File: src/rtl/clk_pkg.sv
package clk_pkg;

    localparam int NFIELD = 3;  // 0 seconds, 1 minutes, 2 hours

    typedef enum logic [1:0] {
        SEL_IDLE = 2'b00,
        SEL_HOUR = 2'b01,
        SEL_MIN  = 2'b10,
        SEL_SEC  = 2'b11
    } sel_e;

    // Upper bound of field i in packed BCD
    function automatic logic [7:0] field_limit(input int idx);
        return (idx == 2) ? 8'h23 : 8'h59;
    endfunction

    // One-hot field mask picked by the adjust selection
    function automatic logic [NFIELD-1:0] sel_mask(input sel_e s);
        case (s)
            SEL_HOUR: return 3'b100;
            SEL_MIN:  return 3'b010;
            SEL_SEC:  return 3'b001;
            default:  return 3'b000;
        endcase
    endfunction

endpackage

File: src/rtl/clk_tick_gen.sv
module clk_tick_gen #(
    parameter int unsigned DIV = 50_000_000
) (
    input  logic clk,
    input  logic rst_n,
    output logic tick
);
    localparam int CW = (DIV > 1) ? $clog2(DIV) : 1;
    localparam logic [CW-1:0] LAST = CW'(DIV - 1);

    logic [CW-1:0] cnt_d, cnt_q;

    always_comb begin
        tick  = (cnt_q == LAST);
        cnt_d = tick ? '0 : cnt_q + 1'b1;
    end

    always_ff @(posedge clk) begin
        if (!rst_n) cnt_q <= '0;
        else        cnt_q <= cnt_d;
    end
endmodule

File: src/rtl/clk_bcd_step.sv
module clk_bcd_step #(
    parameter logic [7:0] LIMIT = 8'h59
) (
    input  logic [7:0] val,
    input  logic       down,
    output logic [7:0] nxt,
    output logic       at_max
);
    always_comb begin
        at_max = (val == LIMIT);
        if (!down) begin
            if (at_max)                 nxt = 8'h00;
            else if (val[3:0] == 4'd9)  nxt = {val[7:4] + 4'd1, 4'd0};
            else                        nxt = {val[7:4], val[3:0] + 4'd1};
        end else begin
            if (val == 8'h00)           nxt = LIMIT;
            else if (val[3:0] == 4'd0)  nxt = {val[7:4] - 4'd1, 4'd9};
            else                        nxt = {val[7:4], val[3:0] - 4'd1};
        end
    end
endmodule

File: src/rtl/clk_adj_fsm.sv
module clk_adj_fsm
    import clk_pkg::*;
(
    input  logic clk,
    input  logic rst_n,
    input  logic tick,
    input  logic adj_mode,
    input  logic step_n,
    output sel_e sel
);
    typedef struct packed {
        sel_e sel;
        logic key;   // step_n level seen at the last enable
    } fsm_t;

    fsm_t st_d, st_q;
    logic press;

    always_comb begin
        st_d  = st_q;
        press = tick && adj_mode && !step_n && st_q.key;
        if (tick) st_d.key = step_n;
        if (!adj_mode) begin
            st_d.sel = SEL_IDLE;
        end else if (press) begin
            case (st_q.sel)
                SEL_IDLE: st_d.sel = SEL_HOUR;
                SEL_HOUR: st_d.sel = SEL_MIN;
                SEL_MIN:  st_d.sel = SEL_SEC;
                default:  st_d.sel = SEL_HOUR;
            endcase
        end
    end

    always_ff @(posedge clk) begin
        if (!rst_n) st_q <= '{sel: SEL_IDLE, key: 1'b1};
        else        st_q <= st_d;
    end

    assign sel = st_q.sel;
endmodule

File: src/rtl/bcd_clock.sv
module bcd_clock
    import clk_pkg::*;
#(
    parameter int unsigned TICK_DIV = 50_000_000
) (
    input  logic       clk,
    input  logic       rst_n,
    input  logic       mode_a,
    input  logic       mode_b,
    input  logic       step_n,
    input  logic       inc_n,
    input  logic       dec_n,
    output logic [7:0] hours_bcd,
    output logic [7:0] mins_bcd,
    output logic [7:0] secs_bcd,
    output logic [1:0] adj_sel
);
    typedef struct packed {
        logic [NFIELD-1:0][7:0] fld;
    } tm_t;

    tm_t tm_d, tm_q;
    logic tick;
    logic adj_mode;
    sel_e sel;
    logic [NFIELD-1:0][7:0] stepped;
    logic [NFIELD-1:0] at_max, f_inc, f_dec, hit;
    logic run, tune, carry;

    assign adj_mode = !mode_a && !mode_b;

    clk_tick_gen #(.DIV(TICK_DIV)) u_tick (
        .clk  (clk),
        .rst_n(rst_n),
        .tick (tick)
    );

    clk_adj_fsm u_fsm (
        .clk     (clk),
        .rst_n   (rst_n),
        .tick    (tick),
        .adj_mode(adj_mode),
        .step_n  (step_n),
        .sel     (sel)
    );

    for (genvar i = 0; i < NFIELD; i++) begin : g_field
        clk_bcd_step #(.LIMIT(field_limit(i))) u_step (
            .val   (tm_q.fld[i]),
            .down  (f_dec[i]),
            .nxt   (stepped[i]),
            .at_max(at_max[i])
        );
    end

    always_comb begin
        run   = tick && (sel == SEL_IDLE);
        tune  = tick && adj_mode && (sel != SEL_IDLE);
        hit   = sel_mask(sel);
        carry = run;
        tm_d  = tm_q;
        for (int i = 0; i < NFIELD; i++) begin
            f_inc[i] = carry || (tune && hit[i] && !inc_n);
            f_dec[i] = tune && hit[i] && inc_n && !dec_n;
            carry    = carry && at_max[i];
            if (f_inc[i] || f_dec[i]) tm_d.fld[i] = stepped[i];
        end
    end

    always_ff @(posedge clk) begin
        if (!rst_n) tm_q <= '0;
        else        tm_q <= tm_d;
    end

    assign secs_bcd  = tm_q.fld[0];
    assign mins_bcd  = tm_q.fld[1];
    assign hours_bcd = tm_q.fld[2];
    assign adj_sel   = sel;
endmodule

File: config.mk
export PLATFORM = sky130hd
export DESIGN_NAME = bcd_clock
export DESIGN_NICKNAME = d
export VERILOG_FILES = /design/src/rtl/clk_pkg.sv /design/src/rtl/clk_tick_gen.sv /design/src/rtl/clk_bcd_step.sv /design/src/rtl/clk_adj_fsm.sv /design/src/rtl/bcd_clock.sv
export SDC_FILE = /design/constraint.sdc
export NUM_CORES = 1
export LEC_CHECK = 0
export BUFFER_PORTS_ARGS = -buffer_cell sky130_fd_sc_hd__buf_2
export CORE_MARGIN = 8
export CORE_UTILIZATION = 33
export CTS_BUF_LIST = sky130_fd_sc_hd__clkbuf_4 sky130_fd_sc_hd__clkbuf_8
export CTS_CLUSTER_SIZE = 8
export DETAILED_ROUTE_END_ITERATION = 16
export PLACE_DENSITY = 0.58
export REMOVE_ABC_BUFFERS = 1
export SYNTH_ARGS = -nofsm -noshare
export SYNTH_HDL_FRONTEND = slang
export SYNTH_SLANG_ARGS = --single-unit
File: constraint.sdc
create_clock -name clk -period 4.35 [get_ports clk]
set_clock_uncertainty 0.1 [all_clocks]
set_input_delay 0.87 -clock clk [delete_from_list [all_inputs] [get_ports clk]]
set_output_delay 0.87 -clock clk [all_outputs]
set_load 0.05 [all_outputs]
### Yosys cells after proc, flatten, opt, wreduce, memory -nomap -nowiden

Cells that the tools add are included.

* flip-flop bits (word level): 53
* word-level logic and storage cells: 100

* multiplexer cells: 17
* add/subtract/negate cells: 13
* bitwise logic cells: 1
* reductions and logical operators: 47
* eq/ne operators: 13

Operator list (number)
* 8-bit 2-to-1 mux: 15
* 26-bit by 1-bit adder with 26-bit output, second input constant: 1
* 26-bit equality test, second input constant: 1
* 4-bit by 1-bit adder with 4-bit output, second input constant: 6
* 8-bit logical NOT: 3
* 4-bit by 1-bit subtractor with 4-bit output, second input constant: 6
* 1-bit logical AND: 20
* 8-bit by 7-bit equality test with 1-bit output, second input constant: 2
* 4-bit equality test, second input constant: 3
* 4-bit logical NOT: 3
* 3-bit != test, second input constant: 3
* 3-bit case mux with 3 select lines: 1
* 3-bit AND reduction: 3
* 3-bit nonzero test: 3
* 8-bit by 6-bit equality test with 1-bit output, second input constant: 1
* 1-bit logical OR: 6
* 1-bit logical NOT: 5
* 2-bit equality test, second input constant: 2
* 2-bit case mux with 2 select lines: 1
* 2-bit by 1-bit equality test with 1-bit output, second input constant: 1
* 2-bit logical NOT: 1
* 2-bit AND reduction: 1
* 2-bit nonzero test: 1
* 2-bit OR reduction: 1
* 1-bit NOT: 1

### Logic depth before layout (Yosys ltp)

Gate-level depths: netlist of run 1.

* depth after elaboration: 9
* depth in mapped cells: 9

### Modules after synthesis

From an unflattened synthesis of run 1, not the netlist that was laid out.

* cells, all modules: 477
* area total of the unflattened synthesis: 3918.8 sq um

By module, submodules not included
* clk_tick_gen: instances 1, sequential area each 520.5 sq um, area an instance 1234.9 sq um, cells an instance 142
* bcd_clock: instances 1, sequential area each 480.5 sq um, area an instance 1107.3 sq um, cells an instance 115
* clk_bcd_step at g_field[0].u_step ...: instances 2, sequential area each 0.0 sq um, area an instance 467.9 sq um, cells an instance 68
* clk_bcd_step at g_field[2].u_step: instances 1, sequential area each 0.0 sq um, area an instance 476.7 sq um, cells an instance 68
* clk_adj_fsm: instances 1, sequential area each 60.1 sq um, area an instance 163.9 sq um, cells an instance 16

### Worst setup path before layout of run 1

Ideal clock, no wire load.

* path type: register to register
* start: register tm_q, in the netlist secs_bcd[0]
* end: register tm_q, in the netlist hours_bcd[6]
* cell stages (with the launch flop): 8
* period minus slack after synthesis: 2.769 ns
* setup time: 0.117 ns
* buffers on the path: 0
* data required time: 4.133 ns
* arrival: 2.551 ns
* path slack: 1.581 ns
* cells stage by stage: dfxtp_1 > ha_1 > nand3b_4 > or4_4 > a211oi_4 > and2_1 > o211ai_1 > a32o_1

* word-level cells in the longest chain between the ends: 6

RTL lines
* start: declaration: line bcd_clock.sv:22 `tm_t tm_d, tm_q;`
* start signal: assignment: line bcd_clock.sv:72 `else tm_q <= tm_d;`
* 8-bit by 7-bit equality test with 1-bit output: line clk_bcd_step.sv:10 `at_max = (val == LIMIT);`
* 1-bit logical AND (2 in a row): line bcd_clock.sv:65 `carry = carry && at_max[i];`
* 1-bit logical OR: line bcd_clock.sv:63 `f_inc[i] = carry || (tune && hit[i] && !inc_n);`
* 1-bit logical OR: line bcd_clock.sv:66 `if (f_inc[i] || f_dec[i]) tm_d.fld[i] = stepped[i];`
* 3-bit AND reduction (no line)

No other way between the ends.
A chain may end at the register's enable or synchronous reset.

### Worst setup path in the final report of run 1

* start: register u_fsm.st_q, in the netlist u_fsm.sel[0]
* end: register tm_q, in the netlist hours_bcd[4]

* word-level cells in the longest chain between the ends: 7
* elaborated cells between the ends (all ways): 20
* classes of those cells: eq/ne: 4; mux: 2; reduce/logical: 14

RTL lines
* start: declaration: line clk_adj_fsm.sv:16 `fsm_t st_d, st_q;`
* start signal: assignment: line clk_adj_fsm.sv:36 `if (!rst_n) st_q <= '{sel: SEL_IDLE, key: 1'b1};`
* start signal: assignment: line clk_adj_fsm.sv:37 `else st_q <= st_d;`
* 2-bit equality test (tied with other cells): line clk_pkg.sv:19 `case (s)`
* 3-bit case mux with 3 select lines (tied with other cells): line clk_pkg.sv:19
* 1-bit logical AND, on equally long branches: line bcd_clock.sv:63, bcd_clock.sv:64, bcd_clock.sv:65
* 1-bit logical AND, on equally long branches: line bcd_clock.sv:64, bcd_clock.sv:63, bcd_clock.sv:65
* 1-bit logical AND or 1-bit logical OR (tied branches): line bcd_clock.sv:64, bcd_clock.sv:63
* 3-bit != test (no line) (tied with other cells)
* 3-bit AND reduction (no line)

Several ways; a longest one is shown, not always the timed one.

==> results.ini, run 1 <==
[run_status]
status = complete, no violations

[critical_path]
cp-end-kind = flop
worst-endpoint-arrival_ns = 3.08
cp.required_ns = 4.49
setup.worst_path.start_class = flop
maximum_net_fanout_on_the_critical_path = 12
timing_worst_setup_path_type = reg -> reg

[run]
drv.max_cap_violation_count = 0

[floorplanning]
die_area_mm2 = 0.0143
core.rowCount = 38
chipWidth_um = 120
coreArea_mm2 = 0.0107
chipHeight_um = 120
boundaryPins = 33
floorplan.initialDensity_pct = 33.4

[sta]
timing.final.crit_share_pct = 67.5
max_slew_margin_pct = 47.6
final.min_clock_period_ns = 2.94
grt_setup_unrepaired = no
tightest_slew_ns = 0.784
setup_viol = 0
fmax_mhz = 341
slew_violations = 0
finalSetupTns_ns = 0
finalHoldViolations = 0

[cells_and_area]
layout.area.seq_mm2 = 0.00106
layout-drive-gt1-share_pct = 11.7
areaGrowthSynthToFinish_pct = 9.16
n_antenna_cell = 0
fillCellCount = 1148
final_nets = 492
multi_input_comb_area_mm2 = 0.00231

[synth]
synth-async-reset-ratio_pct = 0
synth-edff-count = 0
postSynthRegisterBits = 53
synth_common_cells = sky130_fd_sc_hd__dfxtp_1, sky130_fd_sc_hd__nor2_1, sky130_fd_sc_hd__nand2_1
synth.top_cell.area_share_pct = 29.9
syn-instance-count = 442
synth.yosys.seq_area_share_pct = 29.9
synth_top_cells_by_area = sky130_fd_sc_hd__dfxtp_1, sky130_fd_sc_hd__ha_1, sky130_fd_sc_hd__nor2_1, sky130_fd_sc_hd__nand3_1, sky130_fd_sc_hd__nand2_1
synth-main-ff-cell = sky130_fd_sc_hd__dfxtp_1
syn-cell-area_mm2 = 0.00355
dominant_cell_by_count_in_the_synthesized_netlist = sky130_fd_sc_hd__dfxtp_1
syn_avg_cell_area_um2 = 8.04
synth_largest_area_cell = sky130_fd_sc_hd__dfxtp_1
synth_cell_type_count = 67
synth.yosys.warnings = 0

[drt]
wirelength_mm = 8.44
via_per_inst = 5.30
avgRoutedWirePerCell_um = 14.0
via_count = 3195
postRouteAntennaNets = 0
route.detailed.drc = 0
drtPass1Iterations = 4
dr.first_iter.drc_count = 108

[clock_network]
clock_pin_slew_on_the_worst_setup_and_hold_paths_ns = 0.11
tritoncts = built
cts.sinks = 53
clk_latency_ns = 0.31
cts-buffers-inserted = 5
ctsRootBufferMaster = sky130_fd_sc_hd__clkbuf_8
htree_num_levels = 2
postCtsSetupBuffers = 0
ctsHoldBuffers = 0
postCtsResizedCells = 0
cts.path.max_buffers = 2

[global_routing]
grt_overflow = 0
grt_antenna_before_repair = 0
wire_length_of_the_first_global_routing_pass_mm = 14.5
groute.usage.overall_pct = 11.8
grt_start_max_net_pins = 24
via_count_of_the_first_global_routing_pass = 3061

[placement]
place.port_buffers = 32
place_congestion = 0.845
detailedPlacementHpwl_mm = 6.30

[power]
sequential_power_share_pct = 61.2
netSwitchingFraction_pct = 23.7
p_comb_share_pct = 2.3
net-switching-power_uw = 189
power_density_mw_per_mm2 = 206
internal-power_uw = 609
vdd_ir_drop_max_uv = 119
leakage_nw = 1.49
clock_power_share_pct = 36.5
total_power_uw = 798

[min_path]
holdCritPathClass = reg -> reg

## power groups by stage
| stage | registers, mW | logic, mW | clock network [mW] |
|---|---|---|---|
| floorplan | 0.500 | 0.00873 | 0 |
| finish | 0.489 | 0.0184 | 0.291 |
| CTS | 0.489 | 0.0186 | 0.303 |
| global route | 0.490 | 0.0210 | 0.325 |
| global placement | 0.500 | 0.0182 | 0 |
| detailed placement | 0.500 | 0.0185 | 0 |
## cell type report
cell class	count	area share [%]
Multi-Input combinational cell	349	59.5
Sequential cell	53	27.4
Tap cell	140	4.52
Timing Repair Buffer	32	4.13
Inverter	21	2.03
Clock buffer	5	1.77
Clock inverter	3	0.645
## metrics by stage
stage                     cells  cell area (µm²)  util, %  hold slack (ns)  setup WS, ns
after floorplan             423             3450        -            0.318          1.56
after global placement      595             3780     35.5            0.328          1.39
after detailed placement    595             3780     35.5            0.336          1.33
after CTS                   603             3880     36.4            0.353          1.43
after global routing        603             3880     36.4            0.394          1.21
final                       603             3880     36.4            0.355          1.41
## layer usage
layer	global-route usage, %	vias up	routed length, µm	part of all wire [%]
met3	1.74	4	188	2.2
met2	20.6	49	4110	49
met4	4.14	0	103	1.2
li1	-	1628	-	-
met1	14.5	1514	4040	48
met5	0	-	0	0
## critical path: stages, from the launching register on
cell and delay [ns]:
sky130_fd_sc_hd__dfxtp_1 0.47, sky130_fd_sc_hd__inv_1 0.10, sky130_fd_sc_hd__ha_1 0.28, sky130_fd_sc_hd__nor3b_1 0.58
sky130_fd_sc_hd__and3_1 0.32, sky130_fd_sc_hd__nand3_1 0.32, sky130_fd_sc_hd__nand2b_1 0.27, sky130_fd_sc_hd__a211o_1 0.31
sky130_fd_sc_hd__a21oi_2 0.13
## path summary, 6_finish.rpt
check / startpoint / end / cells past startpoint / slack, ns
hold reg to reg: u_tick.cnt_q[0]$_SDFF_PP0_ / u_tick.cnt_q[0]$_SDFF_PP0_ / 1 / 0.35
setup / recovery: u_fsm.sel[0]$_SDFFE_PN0P_ / hours_bcd[4]$_SDFFE_PN0P_ / 8 / 1.41
setup reg to reg: u_fsm.sel[0]$_SDFFE_PN0P_ / hours_bcd[4]$_SDFFE_PN0P_ / 8 / 1.41
hold / removal: u_tick.cnt_q[0]$_SDFF_PP0_ / u_tick.cnt_q[0]$_SDFF_PP0_ / 1 / 0.35
## logic make-up (layout without fill, tap and decap cells)
logic type / Yosys count / after routing / synth area share, %
AND/OR/NAND/NOR: 201 / 201 / 31.8
AO/OA/AOI/OAI: 92 / 92 / 16.8
flip-flops: 53 / 53 / 29.9
buffers and inverters: 40 / 61 / 5.14
XOR/XNOR: 29 / 29 / 7.15
adder cells (fa/ha/maj): 23 / 23 / 8.10
multiplexers: 4 / 4 / 1.16
## placed cells by master, fill, tap and decap left out, drive strengths merged, types with 3 or more instances in the layout
cell	netlist	layout
xor2	15	15
nand4b	3	3
clkbuf	9	5
a31oi	14	14
a311oi	5	5
mux2i	3	3
dfxtp	53	53
or4	3	3
a211oi	5	5
nand3b	3	3
nor3	11	11
buf	10	32
nor2	49	49
inv	21	22
a21oi	24	24
o21ai	24	24
nand2	39	39
nor3b	6	6
nand4	7	7
nand2b	3	3
or3	9	9
ha	23	23
nand3	33	33
nor2b	3	3
nor4b	4	4
xnor2	14	14
and3	9	9
nor4	4	4
## state kept, by name, summed over array words and instances (netlist names)
name and flops:
u_tick.cnt_q 26, hours_bcd 8, mins_bcd 8, secs_bcd 8, u_fsm.sel 2, u_fsm.st_q 1
(Power assumes the default switching activity.)
==> inputs of run 2 (changes only) <==
--- a/config.mk
+++ b/config.mk
@@ -11,7 +11,7 @@
 export CTS_BUF_LIST = sky130_fd_sc_hd__clkbuf_4 sky130_fd_sc_hd__clkbuf_8
 export CTS_CLUSTER_SIZE = 8
 export DETAILED_ROUTE_END_ITERATION = 16
-export PLACE_DENSITY = 0.58
+export PLACE_DENSITY = 0.6
 export REMOVE_ABC_BUFFERS = 1
 export SYNTH_ARGS = -nofsm -noshare
 export SYNTH_HDL_FRONTEND = slang
==> constraint.sdc (replaced) <==
create_clock -name clk -period 2.41 [get_ports clk]
set_clock_uncertainty 0.1 [all_clocks]
set_input_delay 0.482 -clock clk [delete_from_list [all_inputs] [get_ports clk]]
set_output_delay 0.482 -clock clk [all_outputs]
set_load 0.05 [all_outputs]
==> run 2 against run 1 <==
Against the previous run:
- cell count is 7.3% higher
- maximum frequency is 26% higher
- global-route usage up 0.80 points
- die area unchanged
- first-iteration DRC count is the same
- flip-flop and latch count is the same
- non-clock buffer count grew 44
- hold slack worse by 0.012 ns
- via count up 7.1%
- register-to-register slack got worse by 1.3 ns
- critical path type unchanged
- highest routed layer unchanged
==> results.ini, run 2 (synthesis results as in run 1) <==
[cells_and_area]
layout-drive-gt1-share_pct = 21.3  ; +9.6 points
largest_register_by_flop_count = u_tick.cnt_q
areaGrowthSynthToFinish_pct = 20.2
largest_register_ffs = 26  ; unchanged
final_cell_mix = sky130_fd_sc_hd__dfxtp_1, sky130_fd_sc_hd__nor2_1, sky130_fd_sc_hd__buf_4
final_nets = 536  ; +8.9%
layout.cells.non_filler = 647  ; +7.3%
layout_commonest_cell = sky130_fd_sc_hd__dfxtp_1
n_antenna_cell = 0  ; unchanged

[sta]
final.min_clock_period_ns = 2.33  ; -0.607 ns
timing.final.crit_share_pct = 96.6  ; +29 points
fmax_mhz = 429  ; +26%
hold-worst-slack_ns = 0.343  ; -0.0116 ns
slew_violations = 0  ; unchanged
tightest_slew_ns = 0.519  ; -0.265 ns
setup_viol = 0  ; unchanged
finalHoldViolations = 0  ; unchanged
max_slew_margin_pct = 65.3  ; +18 points

[critical_path]
setup.worst_path.start_class = flop
timing_worst_setup_path_type = reg -> reg
cell_chain_of_the_critical_path = inv_1 > ha_2 > nand3b_4 > or4_4 > a211oi_4 > and2_1 > o211ai_1 > a32o_1
worst-endpoint-arrival_ns = 2.44  ; -0.64 ns
timing.rr.start = secs_bcd[5]$_SDFFE_PN0P_
cp-end-kind = flop
timing.critical_path.from = secs_bcd[5]$_SDFFE_PN0P_
rr_worst_depth = 8  ; unchanged
cp.required_ns = 2.52  ; -1.97 ns
maximum_net_fanout_on_the_critical_path = 3  ; -9
cp_max_delay_cell = sky130_fd_sc_hd__or4_4
slowest_delay_ns = 0.55  ; -0.03 ns

[placement]
place_congestion = 0.831  ; -1.7%
place.port_buffers = 32  ; unchanged
detailedPlacementHpwl_mm = 6.94  ; +10%
placed_cells_incl_taps = 637  ; +7.1%

[power]
leakage_nw = 1.73  ; +16%
power_density_mw_per_mm2 = 343  ; +66%
vdd_ir_drop_max_uv = 181  ; +52%

[drt]
drtPass1Iterations = 5  ; +1
route.detailed.drc = 0  ; unchanged
via_count = 3422  ; +7.1%
wirelength_mm = 9.28  ; +9.9%
via_per_inst = 5.29  ; -0.18%
avgRoutedWirePerCell_um = 14.3  ; +2.4%
dr.first_iter.drc_count = 108  ; unchanged
postRouteAntennaNets = 0  ; unchanged

[clock_network]
cts.path.max_buffers = 2  ; unchanged
ctsRootBufferMaster = sky130_fd_sc_hd__clkbuf_8
clk_latency_ns = 0.31  ; about the same
cts-buffers-inserted = 5  ; unchanged
cts.sinks = 53  ; unchanged
ctsHoldBuffers = 0  ; unchanged
tritoncts = built
clock_pin_slew_on_the_worst_setup_and_hold_paths_ns = 0.10  ; about the same
htree_num_levels = 2  ; unchanged

[min_path]
holdCritPathClass = in -> reg
hp-start = step_n
min_path_cells = 3  ; +2

[run]
drv.max_cap_violation_count = 0  ; unchanged

[floorplanning]
coreArea_mm2 = 0.0107  ; unchanged
floorplan.initialDensity_pct = 33.4  ; unchanged
chipWidth_um = 120  ; unchanged
die_area_mm2 = 0.0143  ; unchanged
core.rowCount = 38  ; unchanged
chipHeight_um = 120  ; unchanged
boundaryPins = 33  ; unchanged

[global_routing]
groute.usage.overall_pct = 12.6  ; +0.80 points
grt_overflow = 0  ; unchanged
grt_start_max_net_pins = 24  ; unchanged
wire_length_of_the_first_global_routing_pass_mm = 15.5  ; +7.2%
via_count_of_the_first_global_routing_pass = 3321  ; +8.5%
grt_antenna_before_repair = 0  ; unchanged

[run_status]
status = complete, no violations

[run 2: cell count changes in the layout (fill, tap and decap cells not counted), sizes merged]
| cell | change |
|---|---|
| buf | +44 |
[run 2: power breakdown]
part | internal (mW) | switching (mW)
logic | 0.0160 | 0.0260
registers | 0.880 | 0.00330
clock network | 0.211 | 0.326
total | 1.11 | 0.356
[run 2: final cells by class]
cell class	instances	area, µm²
Fill cell	1111	6380
Timing Repair Buffer	76	503
Inverter	21	78.8
Clock inverter	3	25.0
Sequential cell	53	1060
Multi-Input combinational cell	349	2350
Clock buffer	5	68.8
Tap cell	140	175
[run 2: final timing paths]
kind	endpoint	slack, ns
worst min-delay path	u_fsm.st_q[0]$_SDFFE_PN1N_	0.34
worst min register to register	u_tick.cnt_q[0]$_SDFF_PP0_	0.36
worst max-delay path	hours_bcd[6]$_SDFFE_PN0P_	0.08
worst max register to register	hours_bcd[6]$_SDFFE_PN0P_	0.08
[run 2: repair_timing]
| item | 4_1_cts | 5_1_grt |
|---|---|---|
| resized for setup | 0 | 13 |
| setup buffers | 0 | 2 |
| endpoints found under the setup margin | 0 | 22 |
[run 2: critical path, delay by kind of cell (launching register included)]
| kind | cells | cell delay [ns] |
|---|---|---|
| adders and majority gates | 1 | 0.23 |
| DFF | 1 | 0.33 |
| and+or+nand+nor | 3 | 0.85 |
| buffers and inverters | 1 | 0.10 |
| AOI/OAI and AO/OA | 3 | 0.62 |
[run 2: through the flow]
step / setup WS (ns) / power (mW) / cell area [µm²] / utilization (%) / TNS [ns]
3_3_place_gp: 0.0275 / 0.944 / 4110 / 38.6 / 0
3_5_place_dp: 0.0278 / 0.945 / 4110 / 38.6 / 0
4_1_cts: 0.00570 / 1.49 / 4210 / 39.5 / 0
5_1_grt: -0.0115 / 1.52 / 4270 / 40.1 / -0.0383
2_1_floorplan: -0.376 / 0.918 / 3450 / - / -4.15
6_report: 0.0810 / 1.46 / 4270 / 40.1 / 0
[run 2: layer usage]
metal | routed length, µm | GRT usage, %
met5 | 0 | 0
met4 | 151 | 3.67
met3 | 318 | 1.97
met2 | 4460 | 21.9
met1 | 4350 | 15.8
==> inputs of run 3 (changes only) <==
==> constraint.sdc (replaced) <==
create_clock -name clk -period 2.41 [get_ports clk]
set_clock_uncertainty 0.1 [all_clocks]
set_input_delay 0.241 -clock clk [delete_from_list [all_inputs] [get_ports clk]]
set_output_delay 0.241 -clock clk [all_outputs]
set_load 0.05 [all_outputs]
==> run 3 against run 2 <==
Against the previous run:
- die area did not move
- critical endpoint unchanged
- global-route usage barely moved
- clock power fell by 1%
- highest routed layer unchanged
- flip-flop and latch count did not move
==> results.ini, run 3 (synthesis results as in run 1) <==
[drt]
via_count = 3359  ; -1.8%
dr.first_iter.drc_count = 147  ; +36%
drtPass1Iterations = 4  ; -1
via_per_inst = 5.22  ; -1.2%
wirelength_mm = 9.03  ; -2.7%
postRouteAntennaNets = 0  ; unchanged
route.detailed.drc = 0  ; unchanged
avgRoutedWirePerCell_um = 14.0  ; -2.1%

[placement]
place_congestion = 0.862  ; +3.7%
place.port_buffers = 32  ; unchanged
place_area_mm2 = 0.00409  ; -0.55%
detailedPlacementHpwl_mm = 6.87  ; -0.97%
dpl_worst_slack_ns = 0.0563  ; +0.0285 ns
placed_cells_incl_taps = 634  ; -0.47%

[critical_path]
slowest_delay_ns = 0.56  ; about the same
setup.worst_path.end = hours_bcd[6]$_SDFFE_PN0P_
timing.rr.start = secs_bcd[5]$_SDFFE_PN0P_
setup.worst_path.start_class = flop
timing.critical_path.from = secs_bcd[5]$_SDFFE_PN0P_
critical_path.reg2reg.endpoint = hours_bcd[6]$_SDFFE_PN0P_
cp_max_delay_cell = sky130_fd_sc_hd__or4_4
cell_chain_of_the_critical_path = inv_1 > ha_2 > nand3b_4 > or4_4 > a211oi_4 > and2_1 > o211ai_1 > a32o_1
ff2ff_setup_slack_ns = 0.11  ; +0.03 ns
worst-endpoint-arrival_ns = 2.41  ; -0.03 ns
rr_worst_depth = 8  ; unchanged
cp.required_ns = 2.52  ; about the same
cp-end-kind = flop
timing_worst_setup_path_type = reg -> reg
maximum_net_fanout_on_the_critical_path = 3  ; unchanged

[cells_and_area]
largest_register_ffs = 26  ; unchanged
layout_commonest_cell = sky130_fd_sc_hd__dfxtp_1
final_cell_area_mm2 = 0.00426  ; -0.20%
layout.cells.non_filler = 643  ; -0.62%
areaGrowthSynthToFinish_pct = 19.9
final_cell_mix = sky130_fd_sc_hd__dfxtp_1, sky130_fd_sc_hd__nor2_1, sky130_fd_sc_hd__buf_4
n_antenna_cell = 0  ; unchanged
layout-drive-gt1-share_pct = 21.1  ; -0.23 points
fillCellCount = 1105  ; -0.54%
largest_register_by_flop_count = u_tick.cnt_q
final_nets = 532  ; -0.75%

[floorplanning]
chipHeight_um = 120  ; unchanged
floorplan.initialDensity_pct = 33.4  ; unchanged
die_area_mm2 = 0.0143  ; unchanged
boundaryPins = 33  ; unchanged
core.rowCount = 38  ; unchanged
coreArea_mm2 = 0.0107  ; unchanged
chipWidth_um = 120  ; unchanged

[sta]
slew_violations = 0  ; unchanged
max_slew_margin_pct = 67.8  ; +2.4 points
tightest_slew_ns = 0.480  ; -0.0395 ns
finalHoldViolations = 0  ; unchanged
finalSetupTns_ns = 0  ; unchanged
setup_viol = 0  ; unchanged
setup_slack_after_layout_ns = 0.112  ; +0.0313 ns
final.min_clock_period_ns = 2.30  ; -0.0313 ns
fmax_mhz = 435  ; +1.4%
timing.final.crit_share_pct = 95.3  ; -1.3 points
hold-worst-slack_ns = 0.0793  ; -0.264 ns

[global_routing]
via_count_of_the_first_global_routing_pass = 3377  ; +1.7%
grt_overflow = 0  ; unchanged
grt_antenna_before_repair = 0  ; unchanged
wire_length_of_the_first_global_routing_pass_mm = 15.5  ; -0.22%
grt_start_max_net_pins = 24  ; unchanged
groute.usage.overall_pct = 12.7  ; about the same

[clock_network]
cts.path.max_buffers = 2  ; unchanged
clock_pin_slew_on_the_worst_setup_and_hold_paths_ns = 0.10  ; about the same
clk_latency_ns = 0.31  ; about the same
ctsRootBufferMaster = sky130_fd_sc_hd__clkbuf_8
tritoncts = built
ctsHoldBuffers = 0  ; unchanged
cts.sinks = 53  ; unchanged
htree_num_levels = 2  ; unchanged
cts-buffers-inserted = 5  ; unchanged

[min_path]
holdCritPathClass = in -> reg

[power]
vdd_ir_drop_max_uv = 219  ; +21%
power_density_mw_per_mm2 = 341  ; -0.50%
leakage_nw = 1.72  ; -1.1%

[run_status]
status = complete, no violations

[run]
drv.max_cap_violation_count = 0  ; unchanged

[run 3: what timing repair did]
item                                    in CTS  in global routing
setup buffers                                0                  1
endpoints found under the setup margin       0                 15
hold endpoints to repair                     0                  0
resized for setup                            0                 16
[run 3: through the flow]
stage / util [%] / total power, mW
2_1_floorplan: - / 0.918
3_3_place_gp: 38.4 / 0.943
3_5_place_dp: 38.4 / 0.944
4_1_cts: 39.3 / 1.47
5_1_grt: 40.0 / 1.51
6_report: 40.0 / 1.45
[run 3: metal layers]
layer | vias to the layer above | part of all wire, % | wire (µm) | GRT usage, %
met5 | - | 0 | 0 | 0
met4 | 0 | 1.1 | 99 | 4.68
met3 | 8 | 2.4 | 218 | 1.74
met2 | 55 | 49 | 4430 | 22.1
met1 | 1592 | 47 | 4280 | 15.4
li1 | 1704 | - | - | -
[run 3: worst min path at each step]
stage,start,slack (ns),to,depth (start not counted)
4_1_cts,step_n,0.08,u_fsm.st_q[0]$_SDFFE_PN1N_,3
3_3_place_gp,u_tick.cnt_q[0]$_SDFF_PP0_,0.33,u_tick.cnt_q[0]$_SDFF_PP0_,1
6_report,step_n,0.08,u_fsm.st_q[0]$_SDFFE_PN1N_,3
3_5_place_dp,u_tick.cnt_q[0]$_SDFF_PP0_,0.34,u_tick.cnt_q[0]$_SDFF_PP0_,1
5_1_grt,step_n,0.1,u_fsm.st_q[0]$_SDFFE_PN1N_,3
2_1_floorplan,rst_n,0.20,u_fsm.st_q[0]$_SDFFE_PN1N_,1
[run 3: final cells by class]
class	count	area [µm²]	area share [%]
clock buffers	5	68.8	1.62
inverters	21	78.8	1.85
clock inverters	3	22.5	0.529
multi-input cells	349	2380	55.9
well taps	140	175	4.11
flip-flops and latches	53	1060	24.9
repair buffers	72	473	11.1
[run 3: worst max-delay path: cells and delay by family, from the launching register on]
kind | cells | cell delay [ns]
simple gates | 3 | 0.85
compound gates | 3 | 0.60
flops | 1 | 0.33
fa+ha+maj | 1 | 0.23
buf+inv | 1 | 0.10
[run 3: power by group]
group / leakage [nW] / total, mW / internal [mW] / switching (mW)
sequential: 0.427 / 0.883 / 0.879 / 0.00323
clock: 0.0481 / 0.529 / 0.207 / 0.321
combinational: 1.24 / 0.0406 / 0.0152 / 0.0254
